File: src/rtl/buf_evt_pkg.sv
package buf_evt_pkg;
    localparam int REG_W = 16;
    localparam logic [5:0] REG_ID = 6'b001100;
    localparam int POS_SW  = 6;
    localparam int POS_RDY = 8;
    localparam int POS_UND = 9;
    localparam int POS_MIS = 10;
    localparam int POS_128 = 11;
    localparam int POS_DST = 15;
    localparam logic [REG_W-1:0] EVT_MASK =
        (16'd1 << POS_SW) | (16'd1 << POS_RDY) | (16'd1 << POS_UND) |
        (16'd1 << POS_MIS) | (16'd1 << POS_128) | (16'd1 << POS_DST);

    typedef enum logic [1:0] {
        CNT_IDLE = 2'd0,
        CNT_RUN  = 2'd1,
        CNT_DONE = 2'd2
    } cnt_state_e;
endpackage

File: src/rtl/rx_byte_fsm.sv
module rx_byte_fsm
    import buf_evt_pkg::*;
#(
    parameter int FRAME_MARK = 128,
    localparam int CNT_W = $clog2(FRAME_MARK + 1)
) (
    input  logic clk,
    input  logic rst_n,
    input  logic sof,
    input  logic byte_stb,
    output logic fire
);
    cnt_state_e state_q, state_d;
    logic [CNT_W-1:0] cnt_q, cnt_d;
    localparam logic [CNT_W-1:0] LAST = CNT_W'(FRAME_MARK - 1);

    // state register
    always_ff @(posedge clk or negedge rst_n) begin
        if (!rst_n) begin
            state_q <= CNT_IDLE;
            cnt_q   <= '0;
        end else begin
            state_q <= state_d;
            cnt_q   <= cnt_d;
        end
    end

    // next state and outputs
    always_comb begin
        state_d = state_q;
        cnt_d   = cnt_q;
        fire    = 1'b0;
        unique case (state_q)
            CNT_IDLE: begin
                if (sof) begin
                    state_d = CNT_RUN;
                    cnt_d   = '0;
                end
            end
            CNT_RUN: begin
                if (sof) begin
                    cnt_d = '0;
                end else if (byte_stb) begin
                    if (cnt_q == LAST) begin
                        fire    = 1'b1;
                        state_d = CNT_DONE;
                    end else begin
                        cnt_d = cnt_q + 1'b1;
                    end
                end
            end
            CNT_DONE: begin
                if (sof) begin
                    state_d = CNT_RUN;
                    cnt_d   = '0;
                end
            end
            default: state_d = CNT_IDLE;
        endcase
    end

    p_fire_to_done_r8: assert property (@(posedge clk) disable iff (!rst_n)
        fire |=> state_q == CNT_DONE);
    p_cnt_bound_r7: assert property (@(posedge clk) disable iff (!rst_n)
        cnt_q <= LAST);
    p_sof_restart_r9: assert property (@(posedge clk) disable iff (!rst_n)
        sof |=> (cnt_q == '0 && state_q == CNT_RUN));
endmodule

File: src/rtl/evt_latch.sv
module evt_latch #(
    parameter int W = 16,
    parameter logic [W-1:0] MASK = '1
) (
    input  logic         clk,
    input  logic         rst_n,
    input  logic [W-1:0] set_in,
    input  logic         clr,
    output logic [W-1:0] q
);
    for (genvar i = 0; i < W; i++) begin : g_bit
        if (MASK[i]) begin : g_flop
            logic f_q;
            always_ff @(posedge clk or negedge rst_n) begin
                if (!rst_n)         f_q <= 1'b0;
                else if (set_in[i]) f_q <= 1'b1;
                else if (clr)       f_q <= 1'b0;
            end
            assign q[i] = f_q;

            p_clear_r5: assert property (@(posedge clk) disable iff (!rst_n)
                (clr && !set_in[i]) |=> !q[i]);
            p_keep_r6: assert property (@(posedge clk) disable iff (!rst_n)
                set_in[i] |=> q[i]);
        end else begin : g_zero
            assign q[i] = 1'b0;
        end
    end
endmodule

File: src/rtl/irq_gen.sv
module irq_gen #(
    parameter int W = 16,
    parameter logic [W-1:0] MASK = '1
) (
    input  logic         clk,
    input  logic         rst_n,
    input  logic [W-1:0] evt,
    input  logic [W-1:0] en,
    output logic         irq
);
    logic irq_q;
    always_ff @(posedge clk or negedge rst_n) begin
        if (!rst_n) irq_q <= 1'b0;
        else        irq_q <= |(evt & en & MASK);
    end
    assign irq = irq_q;
endmodule

File: src/rtl/buf_event_reg.sv
module buf_event_reg
    import buf_evt_pkg::*;
#(
    parameter int FRAME_MARK = 128
) (
    input  logic        clk,
    input  logic        rst_n,
    input  logic        rd_en,
    input  logic        sw_int_pulse,
    input  logic        tx_ready_pulse,
    input  logic        tx_underrun_pulse,
    input  logic        rx_miss_pulse,
    input  logic        rx_dest_pulse,
    input  logic        rx_sof,
    input  logic        rx_byte,
    input  logic [15:0] cfg_word,
    output logic [15:0] rd_data,
    output logic        irq
);
    logic             hit128;
    logic [REG_W-1:0] set_vec;
    logic [REG_W-1:0] evt_q;

    rx_byte_fsm #(.FRAME_MARK(FRAME_MARK)) u_cnt (
        .clk(clk), .rst_n(rst_n), .sof(rx_sof), .byte_stb(rx_byte), .fire(hit128)
    );

    always_comb begin
        set_vec          = '0;
        set_vec[POS_SW]  = sw_int_pulse;
        set_vec[POS_RDY] = tx_ready_pulse;
        set_vec[POS_UND] = tx_underrun_pulse;
        set_vec[POS_MIS] = rx_miss_pulse;
        set_vec[POS_128] = hit128;
        set_vec[POS_DST] = rx_dest_pulse;
    end

    evt_latch #(.W(REG_W), .MASK(EVT_MASK)) u_latch (
        .clk(clk), .rst_n(rst_n), .set_in(set_vec), .clr(rd_en), .q(evt_q)
    );

    irq_gen #(.W(REG_W), .MASK(EVT_MASK)) u_irq (
        .clk(clk), .rst_n(rst_n), .evt(evt_q), .en(cfg_word), .irq(irq)
    );

    assign rd_data = evt_q | {{(REG_W-6){1'b0}}, REG_ID};

    p_irq_drop_r11: assert property (@(posedge clk) disable iff (!rst_n)
        (rd_en && set_vec == '0) |-> ##2 !irq);
    p_rsvd_zero_r4: assert property (@(posedge clk) disable iff (!rst_n)
        rd_data[7] == 1'b0 && rd_data[14:12] == 3'b000);
endmodule

File: config.mk
export PLATFORM = sky130hd
export DESIGN_NAME = buf_event_reg
export DESIGN_NICKNAME = d
export VERILOG_FILES = /design/src/rtl/buf_evt_pkg.sv /design/src/rtl/rx_byte_fsm.sv /design/src/rtl/evt_latch.sv /design/src/rtl/irq_gen.sv /design/src/rtl/buf_event_reg.sv
export SDC_FILE = /design/constraint.sdc
export NUM_CORES = 1
export LEC_CHECK = 0
export BUFFER_PORTS_ARGS = -buffer_cell sky130_fd_sc_hd__buf_4
export CORE_UTILIZATION = 45
export CTS_CLUSTER_DIAMETER = 80
export DETAILED_ROUTE_END_ITERATION = 8
export PLACE_DENSITY = 0.86
export SLEW_MARGIN = 20
export SYNTH_ARGS = -nofsm -noshare
export SYNTH_HDL_FRONTEND = slang
export SYNTH_SLANG_ARGS = --single-unit
File: constraint.sdc
create_clock -name clk -period 1.9 [get_ports clk]
set_clock_uncertainty 0.05 [all_clocks]
set_input_delay 0.285 -clock clk [delete_from_list [all_inputs] [get_ports clk]]
set_output_delay 0.285 -clock clk [all_outputs]
set_load 0.005 [all_outputs]
==> results.sh, run 1 <==
export IMPL_rsz0062_at_grt="false"
export IMPL_arrival_ns=1.92
export IMPL_ys_ff_latch=17
export IMPL_grt_total_usage_pct=15.5
export IMPL_routed_wl_mm=1.77
export IMPL_synthTopCellsByCount="dfrtp_1, buf_4, a21o_1, nand2_1, nor2_1"
export IMPL_clock_root_buffer="clkbuf_4"
export IMPL_antenna_cells=0
export IMPL_cts_tree="yes"
export IMPL_synth_area_per_cell_um2=10.3
export IMPL_hold_path_class="input port to flop"
export IMPL_drv_cap=0
export IMPL_overflow=0
export IMPL_drtPass1Iterations=4
export IMPL_crit_path_end_kind="flop"
export IMPL_nNetsFinal=143
export IMPL_hold_viol_final=0
export IMPL_core_area_um2=1960
export IMPL_synth_edf_count=0
export IMPL_synth_area_leaders="dfrtp_1, buf_4, a21o_1"
export IMPL_hpwl_mm=1.34
export IMPL_postRouteAntennaNets=0
export IMPL_required_ns=2.02
export IMPL_grt_first_pass_wirelength_mm=2.43
export IMPL_fin_tns_setup_ns=0
export IMPL_die_x_um=47.8
export IMPL_synth_ff_type="dfrtp_1"
export IMPL_critical_path_max_stage_delay_ns=0.42
export IMPL_finalMaxSlewViolations=0
export IMPL_ir_drop_uv=569
export IMPL_cts_buffers=3
export IMPL_setup_viol_count_final=0
export IMPL_synth_cell_types=32
export IMPL_gp_congestion=0.878
export IMPL_yosysMostFrequentCell="dfrtp_1"
export IMPL_syn_cell_area_um2=946
export IMPL_period_share_pct=94.8
export IMPL_numPortBuffers=22
export IMPL_rows=16
export IMPL_grt_max_degree=18
export IMPL_p_per_area_nw_per_um2=659
export IMPL_holdWs_ns=0.112
export IMPL_detail_route_vias_per_cell=5.21
export IMPL_antenna_found_initial=0
export IMPL_drc=0
export IMPL_critPathLaunchType="flop"
export IMPL_die_h_um=47.8
export IMPL_io_pins=43
export IMPL_synthCells=92
export IMPL_min_period_ns=1.80
export IMPL_htreeDepth=1
export IMPL_syn2layout_area_growth_pct=18.9
export IMPL_wl_per_cell_um=12.5
export IMPL_die_area_um2=2290
export IMPL_cpMaxStageDelayCell="dfrtp_1"
export IMPL_worstPathCellList="ha_2, nand4_2, nor4_4, or2_1, o211ai_1"
export IMPL_clock_fmax_mhz=555
export IMPL_start_util_pct=48.2
export IMPL_async_flop_share_pct=100
export IMPL_clk_path_buf_depth=2
export IMPL_path_clk_slew_ns=0.10
export IMPL_first_iter_violations=14
export IMPL_worstSkewPairLatency_ns=0.29
export IMPL_critical_path_class="flop to flop"
export IMPL_post_synth_top_area_cell="dfrtp_1"
export IMPL_path_max_fanout=5
export IMPL_ys_warn_count=0
export IMPL_yosysTopAreaCellShare_pct=45.0
export IMPL_drive_above_1_share_pct=31.3
export IMPL_vias=740
export IMPL_grt_pass1_vias=582
export IMPL_multi_input_area_um2=422
export IMPL_yosysSeqAreaShare_pct=45.0
export IMPL_power_leakage_nw=0.556
export IMPL_register_area_um2=425
export IMPL_nFillCells=167
export IMPL_path_buf_inv=0
export IMPL_path_delay_family="simple AND/OR/NAND/NOR gates"
export IMPL_outcome="finished, final reports clean"
export IMPL_clock_sinks=17
## stage by stage
stage	area, um^2	power, mW	std cells	utilization [%]	worst slack (ns)
after CTS	1110	0.742	140	56.4	0.0978
after global routing	1120	0.788	142	57.3	0.00127
after global placement	1070	0.541	135	54.5	0.177
after floorplan	976	0.508	100	-	0.179
after detailed placement	1070	0.548	135	54.5	0.109
final	1120	0.741	142	57.3	0.0992
## timing repair
item                                   CTS  global route
gates resized for setup                  0             1
buffers inserted                         0             2
hold buffers                             1             0
setup endpoints to repair                0             4
endpoints found under the hold margin   17             0
## metal layers
layer / GRT usage (%) / part of all wire (%) / vias to the layer above
met4: 0 / 0 / 0
li1: - / - / 357
met3: 6.79 / 7.6 / 0
met1: 18.2 / 42 / 353
met5: 0 / 0 / -
met2: 27.8 / 51 / 30
## cells in the final DEF (no fill, tap or decap), types with 2 or more instances in the layout
cell type,instances
buf_4,26
dfrtp_1,17
conb_1,10
nand2_1,6
a21o_1,6
nor2_1,5
nand3_1,4
a22oi_1,3
a22o_1,3
inv_1,3
clkbuf_4,3
a21oi_1,2
a31oi_1,2
o21ai_0,2
nand2b_1,2
o31ai_1,2
## state kept, by name, indices dropped and copies added, names as in the netlist
signal	count
u_cnt.cnt_q	8
u_latch.g_bit.g_flop.f_q	6
u_cnt.state_q	2
u_irq.irq	1
## cell families after synthesis
group	share of synthesized area (%)
DFF	45.0
and+or+nand+nor	16.7
adders and majority gates	1.32
buffers and inverters	13.9
other	0.794
AOI/OAI and AO/OA	20.5
xor gates and xnor gates	1.85
## final cells by class
cell class              instances  area share [%]
multi-input cells              64            37.5
clock buffers                   3            2.00
clock inverters                 1           0.445
repair buffers                 27            18.2
flip-flops and latches         17            37.8
inverters                       3            1.00
well taps                      27            3.00
## report_power, final
part / internal (mW) / switching, mW
combinational: 0.0673 / 0.0577
clock: 0.0784 / 0.116
sequential: 0.389 / 0.0326
total: 0.535 / 0.207
## worst paths after layout
kind / from / to / slack (ns) / depth (start not counted)
worst max-delay path: u_cnt.cnt_q[0] / u_cnt.cnt_q[5] / 0.1 / 5
worst min-delay path: sw_int_pulse / u_latch.g_bit[6].g_flop.f_q / 0.11 / 2
worst max register to register: u_cnt.cnt_q[0] / u_cnt.cnt_q[5] / 0.1 / 5
worst min register to register: u_cnt.cnt_q[6] / u_cnt.cnt_q[6] / 0.46 / 1
max in group asynchronous: rst_n / u_latch.g_bit[6].g_flop.f_q / 1.29 / 2
min in group asynchronous: rst_n / u_irq.irq / 0.33 / 2
Power figures use the tool's default switching activity.
==> run 2, diff against run 1 <==
CORE_UTILIZATION = 46   (was 45)
PLACE_DENSITY = 0.87   (was 0.86)
SYNTH_HIERARCHICAL = 1   (was default)
==> results.sh, run 2 <==
export IMPL_final_common_cell="buf_4"
export IMPL_synth_area_per_cell_um2=10.5
export IMPL_clock_root_buffer="clkbuf_4"
export IMPL_numPortBuffers=22
export IMPL_antenna_found_initial=0
export IMPL_internal_power_mw=0.540
export IMPL_ir_drop_uv=442
export IMPL_largest_register_ffs=8
export IMPL_finalMaxSlewViolations=0
export IMPL_vias=689
export IMPL_synthCells=91
export IMPL_hold_start="tx_underrun_pulse"
export IMPL_ys_warn_count=6
export IMPL_cts_buffers=3
export IMPL_regMostFlops="u_cnt/cnt_q"
export IMPL_clockPowerShare_pct=24.8
export IMPL_r2r_start="u_cnt/cnt_q[0]"
export IMPL_drv_cap=0
export IMPL_rows=16
export IMPL_start_util_pct=48.8
export IMPL_nFillCells=173
export IMPL_path_buf_inv=0
export IMPL_utilization_pct=55.9
export IMPL_required_ns=2.05
export IMPL_die_x_um=47.6
export IMPL_antenna_cells=0
export IMPL_cts_tree="yes"
export IMPL_critical_path_max_stage_delay_ns=0.41
export IMPL_die_h_um=47.6
export IMPL_io_pins=43
export IMPL_grt_first_pass_wirelength_mm=2.30
export IMPL_core_area_um2=1960
export IMPL_detail_route_vias_per_cell=5.07
export IMPL_postRouteAntennaNets=0
export IMPL_setup_ws_ns=0.114
export IMPL_drc=0
export IMPL_outcome="finished, final reports clean"
export IMPL_top_regs="u_cnt/cnt_q x8, u_latch/g_bit.g_flop.f_q x6, u_cnt/state_q x2"
export IMPL_routed_wl_mm=1.69
export IMPL_seq_power_share_pct=58.6
export IMPL_crit_path_end_kind="flop"
export IMPL_syn_cell_area_um2=957
export IMPL_die_area_um2=2270
export IMPL_path_max_fanout=8
export IMPL_grt_total_usage_pct=15.0
export IMPL_grt_pass1_vias=582
export IMPL_gp_congestion=0.764
export IMPL_arrival_ns=1.94
export IMPL_hpwl_mm=1.21
export IMPL_startpoint="u_cnt/cnt_q[0]"
export IMPL_drtPass1Iterations=4
export IMPL_path_delay_family="compound AO/OA/AOI/OAI gates"
export IMPL_post_cts_resized=0
export IMPL_clock_sinks=17
export IMPL_worstPathCellList="ha_1, nand4_2, o311a_1, a2bb2oi_2, mux2i_1"
export IMPL_worstSkewPairLatency_ns=0.27
export IMPL_syn2layout_area_growth_pct=14.6
export IMPL_overflow=0
export IMPL_stdcell_area_um2=1100
export IMPL_wl_per_cell_um=12.4
export IMPL_grt_max_degree=18
export IMPL_first_iter_violations=13
export IMPL_drive_above_1_share_pct=30.3
export IMPL_period_share_pct=94.0
export IMPL_switching_share_pct=26.2
export IMPL_nNetsFinal=137
export IMPL_critPathLaunchType="flop"
export IMPL_htreeDepth=1
export IMPL_fin_tns_setup_ns=0
export IMPL_path_clk_slew_ns=0.09
export IMPL_setup_viol_count_final=0
export IMPL_min_period_ns=1.79
export IMPL_hold_viol_final=0
export IMPL_p_per_area_nw_per_um2=667
export IMPL_cpMaxStageDelayCell="dfrtp_1"
export IMPL_p_sw_mw=0.192
export IMPL_power_leakage_nw=0.533
export IMPL_combPwrFrac_pct=16.6
export IMPL_post_place_ws_ns=0.147
export IMPL_clock_fmax_mhz=560
export IMPL_layout_common_cells="buf_4, dfrtp_1, conb_1, a21o_1"
export IMPL_hold_path_class="input port to flop"
export IMPL_rsz0062_at_grt="false"
export IMPL_clk_path_buf_depth=2
export IMPL_critical_path_class="flop to flop"
export IMPL_post_dp_cell_area_um2=1060
==> run 2: cell count changes in the layout (fill, tap and decap cells not counted), sizes merged, moves of 2 or more <==
cell	before	now
and3	0	2
buf	26	22
a31oi	2	4
o311a	0	2
a21boi	0	2
a22o	4	0
nor2	5	0
mux2i	0	2
o31ai	2	0
a2bb2oi	0	2
a21oi	2	4
inv	3	5
nand2	6	3
==> run 2: power groups by stage <==
| stage | combinational, mW | clock [mW] | sequential [mW] |
|---|---|---|---|
| after floorplan | 0.0915 | 0 | 0.426 |
| after global placement | 0.118 | 0 | 0.433 |
| after detailed placement | 0.121 | 0 | 0.435 |
| after CTS | 0.122 | 0.192 | 0.428 |
| after global routing | 0.140 | 0.208 | 0.435 |
| final | 0.122 | 0.182 | 0.429 |
==> run 2: metrics by stage <==
step	total power [mW]	hold slack (ns)	cells
6_report	0.732	0.136	136
5_1_grt	0.782	0.120	136
4_1_cts	0.742	0.123	136
3_5_place_dp	0.556	0.107	131
3_3_place_gp	0.550	0.107	131
2_1_floorplan	0.518	-0.0606	99
==> run 2: per-layer routing <==
metal | wire [um] | track usage, % | share of wire, %
met1 | 717 | 16.5 | 42
met2 | 865 | 28.2 | 51
met5 | 0 | 0 | 0
met3 | 92 | 3.40 | 5.4
met4 | 15 | 5.00 | 0.89
==> run 2: final timing paths <==
kind                                                to  slack [ns]  cells past startpoint
hold / removal             u_latch/g_bit[9].g_flop.f_q        0.14                      2
hold reg to reg                         u_cnt/cnt_q[0]        0.45                      1
setup / recovery                        u_cnt/cnt_q[1]        0.11                      5
max in group asynchronous               u_cnt/cnt_q[0]        1.27                      2
min in group asynchronous             u_cnt/state_q[0]        0.34                      2
setup reg to reg                        u_cnt/cnt_q[1]        0.11                      5
==> run 2: what timing repair did <==
item | CTS | global route
hold buffers | 1 | 0
endpoints found under the hold margin | 17 | 0
endpoints found under the setup margin | 0 | 0
setup buffers | 0 | 0
==> run 2: final cells by class <==
class                           instances  area (um^2)  area share [%]
Sequential cell                        17          425            38.8
Clock buffer                            4         26.3            2.39
Timing Repair Buffer                   23          175            16.0
Inverter                                5         18.8            1.71
Tap cell                               27         33.8            3.08
Multi-Input combinational cell         60          418            38.1
